### config.mk
export PLATFORM = sky130hd
export DESIGN_NAME = spi_fifo_pair
export DESIGN_NICKNAME = d
export VERILOG_FILES = /design/src/rtl/spi_fifo_pair.sv
export SDC_FILE = /design/constraint.sdc
export NUM_CORES = 1
export LEC_CHECK = 0
export BUFFER_PORTS_ARGS = -buffer_cell sky130_fd_sc_hd__buf_2
export CORE_AREA = 2 2 136 271
export DETAILED_ROUTE_END_ITERATION = 7
export DIE_AREA = 0 0 138 273
export MAX_ROUTING_LAYER = met4
export PLACE_DENSITY = 0.78
export SLEW_MARGIN = 20
export SYNTH_ARGS = -nofsm -noshare
export SYNTH_HDL_FRONTEND = slang
export SYNTH_SLANG_ARGS = --single-unit
### constraint.sdc
create_clock -name clk -period 3.7 [get_ports clk]
set_input_delay 0.37 -clock clk [delete_from_list [all_inputs] [get_ports clk]]
set_output_delay 0.37 -clock clk [all_outputs]
set_load 0.01 [all_outputs]
### src/rtl/spi_fifo_pair.sv
module spi_fifo_pair #(
  parameter int DW    = 16,
  parameter int DEPTH = 16,
  localparam int AW = $clog2(DEPTH),
  localparam int CW = $clog2(DEPTH) + 1
) (
  input  logic          clk,
  input  logic          rst_n,
  input  logic          fifo_en,
  input  logic          tx_run,
  input  logic          rx_run,
  input  logic          tx_wr,
  input  logic [DW-1:0] tx_wdata,
  input  logic          core_idle,
  output logic          core_load,
  output logic [DW-1:0] core_tx_data,
  input  logic          core_rx_valid,
  input  logic [DW-1:0] core_rx_data,
  input  logic          rx_rd,
  output logic [DW-1:0] rx_rdata,
  output logic [CW-1:0] tx_count,
  output logic [CW-1:0] rx_count,
  input  logic [CW-1:0] tx_level,
  input  logic [CW-1:0] rx_level,
  input  logic          tx_ie,
  input  logic          rx_ie,
  input  logic          tx_flag_clr,
  input  logic          rx_flag_clr,
  input  logic          rx_ovf_clr,
  output logic          tx_flag,
  output logic          rx_flag,
  output logic          rx_ovf,
  output logic          tx_irq,
  output logic          rx_irq
);

  logic [DW-1:0] tx_mem [DEPTH];
  logic [DW-1:0] rx_mem [DEPTH];
  logic [AW-1:0] tx_wp, tx_rp, rx_wp, rx_rp;

  wire [CW-1:0] cap    = fifo_en ? CW'(DEPTH) : CW'(1);
  wire          tx_push = tx_wr && tx_run && (tx_count < cap);
  wire          rx_room = rx_count < cap;
  wire          rx_push = core_rx_valid && rx_run && rx_room;
  wire          rx_pop  = rx_rd && rx_run && (rx_count != '0);
  wire          ovf_hit = core_rx_valid && rx_run && !rx_room;

  assign core_load    = core_idle && tx_run && (tx_count != '0);
  assign core_tx_data = tx_mem[tx_rp];
  assign rx_rdata     = rx_mem[rx_rp];
  assign tx_irq       = tx_flag && tx_ie;
  assign rx_irq       = rx_flag && rx_ie;

  always_ff @(posedge clk) begin
    if (tx_push) tx_mem[tx_wp] <= tx_wdata;
    if (rx_push) rx_mem[rx_wp] <= core_rx_data;
  end

  always_ff @(posedge clk) begin
    if (!rst_n || !tx_run) begin
      tx_wp <= '0; tx_rp <= '0; tx_count <= '0;
    end else begin
      if (tx_push) tx_wp <= tx_wp + 1'b1;
      if (core_load) tx_rp <= tx_rp + 1'b1;
      tx_count <= tx_count + CW'(tx_push) - CW'(core_load);
    end
  end

  always_ff @(posedge clk) begin
    if (!rst_n || !rx_run) begin
      rx_wp <= '0; rx_rp <= '0; rx_count <= '0;
    end else begin
      if (rx_push) rx_wp <= rx_wp + 1'b1;
      if (rx_pop) rx_rp <= rx_rp + 1'b1;
      rx_count <= rx_count + CW'(rx_push) - CW'(rx_pop);
    end
  end

  always_ff @(posedge clk) begin
    if (!rst_n) begin
      tx_flag <= 1'b0; rx_flag <= 1'b0; rx_ovf <= 1'b0;
    end else begin
      tx_flag <= tx_flag_clr ? 1'b0 : (tx_flag || (fifo_en && tx_count == tx_level));
      rx_flag <= rx_flag_clr ? 1'b0 : (rx_flag || (fifo_en && rx_count == rx_level));
      rx_ovf  <= rx_ovf_clr  ? 1'b0 : (rx_ovf || ovf_hit);
    end
  end

  p_count_bound_r1: assert property (@(posedge clk) disable iff (!rst_n)
    tx_count <= CW'(DEPTH) && rx_count <= CW'(DEPTH));
  p_full_drop_r1: assert property (@(posedge clk) disable iff (!rst_n)
    tx_run && tx_wr && tx_count == CW'(DEPTH) && !core_load |=> tx_count == CW'(DEPTH));
  p_load_pops_r2: assert property (@(posedge clk) disable iff (!rst_n)
    core_load && !tx_wr |=> tx_count == $past(tx_count) - CW'(1));
  p_no_overflow_r4: assert property (@(posedge clk) disable iff (!rst_n)
    rx_run && core_rx_valid && rx_count == cap && !rx_rd && !rx_ovf_clr |=> rx_ovf && $stable(rx_count));
  p_ovf_hold_r5: assert property (@(posedge clk) disable iff (!rst_n)
    rx_ovf && !rx_ovf_clr |=> rx_ovf);
  p_match_sets_r6: assert property (@(posedge clk) disable iff (!rst_n)
    fifo_en && tx_count == tx_level && !tx_flag_clr |=> tx_flag);
  p_clear_r7: assert property (@(posedge clk) disable iff (!rst_n)
    tx_flag_clr || rx_flag_clr |=> !(tx_flag && $past(tx_flag_clr)) && !(rx_flag && $past(rx_flag_clr)));
  p_run_zero_r9: assert property (@(posedge clk) disable iff (!rst_n)
    !tx_run || !rx_run |=> ($past(tx_run) || tx_count == '0) && ($past(rx_run) || rx_count == '0));

endmodule

# After elaboration in Yosys (flattened, before gate mapping)
# Memory sizes are Yosys's and may differ from the RTL's. A register that Yosys moved wholly into a read port is not among the register bits.
# Cells that the tools add are included.
word_totals:
  ramBits: 512
  elab_cells: 60
  regBits: 29
  input_bits: 56
  memories: 2
memory_table:
  columns: ["name", "words", "word_bits", "read_ports", "rd_ports_with_merged_regs", "wr", "line_no", "text"]
  rows:
  - ["rx_mem", 16, 16, 1, 1, 1, "38", "logic [DW-1:0] rx_mem [DEPTH];"]
  - ["tx_mem", 16, 16, 1, 1, 1, "37", "logic [DW-1:0] tx_mem [DEPTH];"]
classes:
  reduce_logical: 27
  n_eq_ne: 2
  n_mux: 9
  order_cmp: 2
  add_sub_neg: 8
  bitwise_logic: 1
ops:
  columns: ["op", "n"]
  rows:
  - ["4-bit by 1-bit adder with 4-bit output, second input constant", 4]
  - ["4-bit 2-to-1 mux", 4]
  - ["1-bit logical AND", 13]
  - ["5-bit by 1-bit adder with 5-bit output", 2]
  - ["5-bit equality test", 2]
  - ["5-bit < comparator", 2]
  - ["5-bit nonzero test", 2]
  - ["5-bit by 1-bit subtractor with 5-bit output", 2]
  - ["2-bit OR reduction", 3]
  - ["1-bit logical OR", 5]
  - ["5-bit 2-to-1 mux", 1]
  - ["1-bit logical NOT", 4]
  - ["1-bit 2-to-1 mux", 4]
  - ["1-bit inverter", 1]

# Depth between registers and ports, before layout
depth:
  ltp_word: 5
  depth_mapped: 16
  ltp_nobuf: 15

# Worst setup path after synthesis
# No wires, ideal clock.
synth_timing:
  kind: "reg-to-reg"
  from: "reg rx_count[1]"
  to: "mem rx_mem[3][0], enable pin"
  path_buffers: 0
  path_slack_ns: 0.536
  stages_incl_launch_ff: 6
  required_ns: 3.270
  arrival_ns: 2.734
  period_less_slack_ns: 3.164
  cell_sequence: "dfxtp_1 -> inv_1 -> ha_1 -> o21a_1 -> o21a_4 -> nor4_1"
synth_between:
  elab_chain_cells: 4
synth_lines:
  columns: ["element", "line_no", "text"]
  rows:
  - ["start, declared", "22", "output logic [CW-1:0] rx_count,"]
  - ["start signal, assigned", "75", "rx_count <= rx_count + CW'(rx_push) - CW'(rx_pop);"]
  - ["5-bit < comparator", "43", "wire rx_room = rx_count < cap;"]
  - ["1-bit logical AND", "44", "wire rx_push = core_rx_valid && rx_run && rx_room;"]
  - ["1-bit 2-to-1 mux", "56", "if (rx_push) rx_mem[rx_wp] <= core_rx_data;"]
  - ["1-bit 2-to-1 mux (implied by the code)", "56", null]
  - ["end, declared", "38", null]
# Every way passes these cells.

==> summary.txt <==
Critical path
  – CP max FO: 28
  – Worst setup SP type: register
  – CP Class: register to output pin
  – CP arrival: around 2700 ps
  – Worst Setup EP: core_tx_data[14]
  – R2R cell count: 16
  – Crit. End Element: output pin
  – CP max stage delay: ~730 ps
  – Req. time, crit path: ~3300 ps
  – Worst-path cell chain: buf_4 -> mux4_2 -> a22oi_1 -> nand2_1 -> buf_2
  – Slowest cell on crit path: dfxtp_4
  – R2R Path Start: rx_count[1]
  – Flop2flop setup slack: 630 ps
  – RR Endpoint: rx_count[4]

Clock network
  – Max Buffers Root-to-Sink: 3
  – Worst-Skew Late Latency: between 500 and 600 ps
  – Total CTS buffers: 43
  – Cts repair resizes: 0
  – CTS Sinks: 549
  – CTS tree: yes
  – Worst-path clk slew: ~70 ps
  – Clock tree root driver cell: clkbuf_16
  – CTS H-tree lvls: 2

Placement
  – Port Buffers: 103
  – Pre-CTS setup slack: 641.9 ps
  – GPL Wtd Cong: around 0.84
  – Dpl hpwl: approximately 27,000 um
  – Dpl cells: 1,596

Power
  – Comb pwr share: ~5.4%
  – Power per Cell Area: 497.7 nW/um^2
  – Clock group share of total power: 37.4%
  – Max VDD drop: 0.5001 mV
  – Part of the power in registers: 57.2%
  – Switching power: 2.496 mW
  – P_int: 9.519 mW
  – Net Sw Frac: 20.77%
  – Lkg Pwr: 7.954 nW

Global route
  – M1 GR Usage: 25.68%
  – Met2 GRT Util: 46.47%
  – GR peak layer: met2
  – First-pass GRT wire length: between 60,000 and 70,000 um
  – Gr usage total: 24.68%
  – Remaining Overflow, GRT: 0
  – Pin count of the biggest net entering global routing: 31
  – Vias in the first global route: 11,260
  – M3 GR Usage: 2.996%
  – Antenna violations before repair: 2

Final layout
  – Commonest non-fill, non-tap cell in the layout: edfxtp_1
  – Layout cells sized above 1: 28.08%
  – Fin cells: 1,676
  – Nets@finish: ~1,300
  – Commonest non-fill, non-tap cells in the layout: edfxtp_1 (512), mux4_2 (104), buf_2 (103)
  – Final design utilization: 67.89%
  – Layout overhead on the synthesized area: 12.51%

Floorplan
  – Rows: 98
  – # IOs: approximately 100
  – Die Area: 37,670 sq um
  – Die width: 138 um
  – Placeable Area: 35,560 sq um
  – Starting Density: 60.34%
  – Die H: 273 um

Synthesis
  – Synth cell types: 41
  – Mapped Cells: 1,044
  – Post-synthesis average cell area: 20.55 sq um
  – Cell Area, Synth: 21,460 sq um
  – Sequential area share after synthesis: between 70% and 80%
  – Syn. warnings: 0
  – FF+latch count, synth: 549
  – Mapped Nets: around 1,100

Timing
  – Sum Neg Setup Slack: 0 ps
  – Achievable Freq: 322.5 MHz
  – Endpoints failing hold: 0
  – Worst Clk Skew: 18.68 ps
  – Fin crit share: 83.82%
  – Final worst path period need: 3101 ps
  – Final worst-path setup slack: 598.8 ps
  – Worst slew pin tran: about 1000 ps
  – Max-slew violations: 0
  – # setup viols final: 0
  – RSZ-0062 raised after global routing: no
  – Slew margin rel.: between 30 and 40%

Route
  – WL/cell: between 20 and 30 um
  – Drt drc: 0
  – DRT Wirelength: 44,520 um
  – Routed Antenna Nets: 0
  – Pre-antenna DRT Iters: 5
  – Vias per cell: 6.333
  – Vias: 10,610
  – Drt initial violations: around 850

Worst hold path
  – Worst hold path class: input pin to register

Job
  – Max-Cap Viols: 0

Outcome
  – Status: finished, final reports clean
==> critical path: cells and delay by family (launching register included) <==
kind,cells,cell delay [ps]
simple gates,1,90
compound gates,1,290
mux,1,550
buf+inv,2,520
flops,1,730
==> what timing repair did <==
action                    CTS  global route
hold buffers                3             0
hold endpoints to repair    3             0
setup buffers               0             0
==> power groups by stage <==
stage          logic (mW)  registers, mW  clock network (mW)
6_report            0.644           6.88                4.50
5_1_grt             0.708           6.88                4.77
4_1_cts             0.653           6.88                4.58
3_5_place_dp        0.646           7.01                   0
3_3_place_gp        0.631           7.01                   0
2_1_floorplan       0.418           6.99                   0
==> cell type report <==
cell class | count | area (sq um)
flip-flops and latches | 549 | 16130
fillers | 2274 | 11420
multi-input cells | 427 | 5051
clock buffers | 49 | 1120
repair buffers | 153 | 960.9
well taps | 450 | 563.0
clock inverters | 27 | 242.7
inverters | 20 | 75.07
diodes | 1 | 2.502
==> cells by family (layout without fill, tap and decap cells) <==
family                   count (synthesis)  count (layout)  share of synthesized area (%)
AO/OA/AOI/OAI                           98              98                          3.190
XOR/XNOR                                24              24                         0.9797
adder cells (fa/ha/maj)                 30              30                          1.819
buffers and inverters                   68             249                          1.609
flip-flops                             549             549                          75.11
multiplexers                           129             129                          13.90
other                                    0               1                              0
AND/OR/NAND/NOR                        146             146                          3.388
==> registers in the layout, summed over array words and instances (netlist names), named ones only <==
name      cells
tx_count      5
rx_wp         4
rx_count      5
tx_flag       1
rx_ovf        1
tx_mem      256
tx_rp         4
rx_mem      256
rx_flag       1
rx_rp         4
tx_wp         4
==> worst min-delay path by stage <==
stage	cells past startpoint	end	startpoint	slack [ps]
2_1_floorplan	1	rx_flag	rx_flag_clr	450
3_3_place_gp	2	register	rx_rp[1]	490
3_5_place_dp	2	register	rx_rp[1]	490
4_1_cts	2	tx_count[0]	tx_run	120
5_1_grt	2	rx_flag	rst_n	160
6_report	2	tx_count[0]	tx_run	150
==> cells in the mapped netlist (all sizes together) <==
library cell  number  area share [%]
nand2             41            0.72
or4b               1           0.047
a31oi              2           0.058
o21ai             10            0.25
dfxtp             37             3.5
edfxtp           512              72
xnor2             11            0.45
nor4b              2           0.082
nand3b             2           0.070
nor2b              6            0.17
fa                 2            0.19
inv               20            0.35
and3b              2           0.082
and2               5            0.15
or2                1           0.029
nor3               6            0.14
a21oi             14            0.33
and3              19            0.55
or3                3           0.087
mux2i              1           0.047
ha                28             1.6
nor4               3           0.087
buf               30            0.94
clkbuf            18            0.32
nor3b              3            0.10
nor2              33            0.58
o21bai             4            0.14
mux4             128              14
o21a               4            0.17
nand4              4            0.12
nand2b             4            0.12
xor2              13            0.53
nand3             11            0.26
a22oi             64             2.2
==> through the flow <==
step,area [sq um],hold WS (ps),total power [mW]
floorplan,21460,446.1,7.410
CTS,24140,124.6,12.11
global placement,22750,486.5,7.640
finish,24140,151.7,12.02
global route,24140,157.1,12.36
detailed placement,22750,487.8,7.659
==> layer usage <==
layer,wire [um],vias up
met2,25650,392
met5,0,-
met4,1921,0
met3,1991,115
li1,-,4603
met1,14960,5504
(Power assumes the default switching activity.)
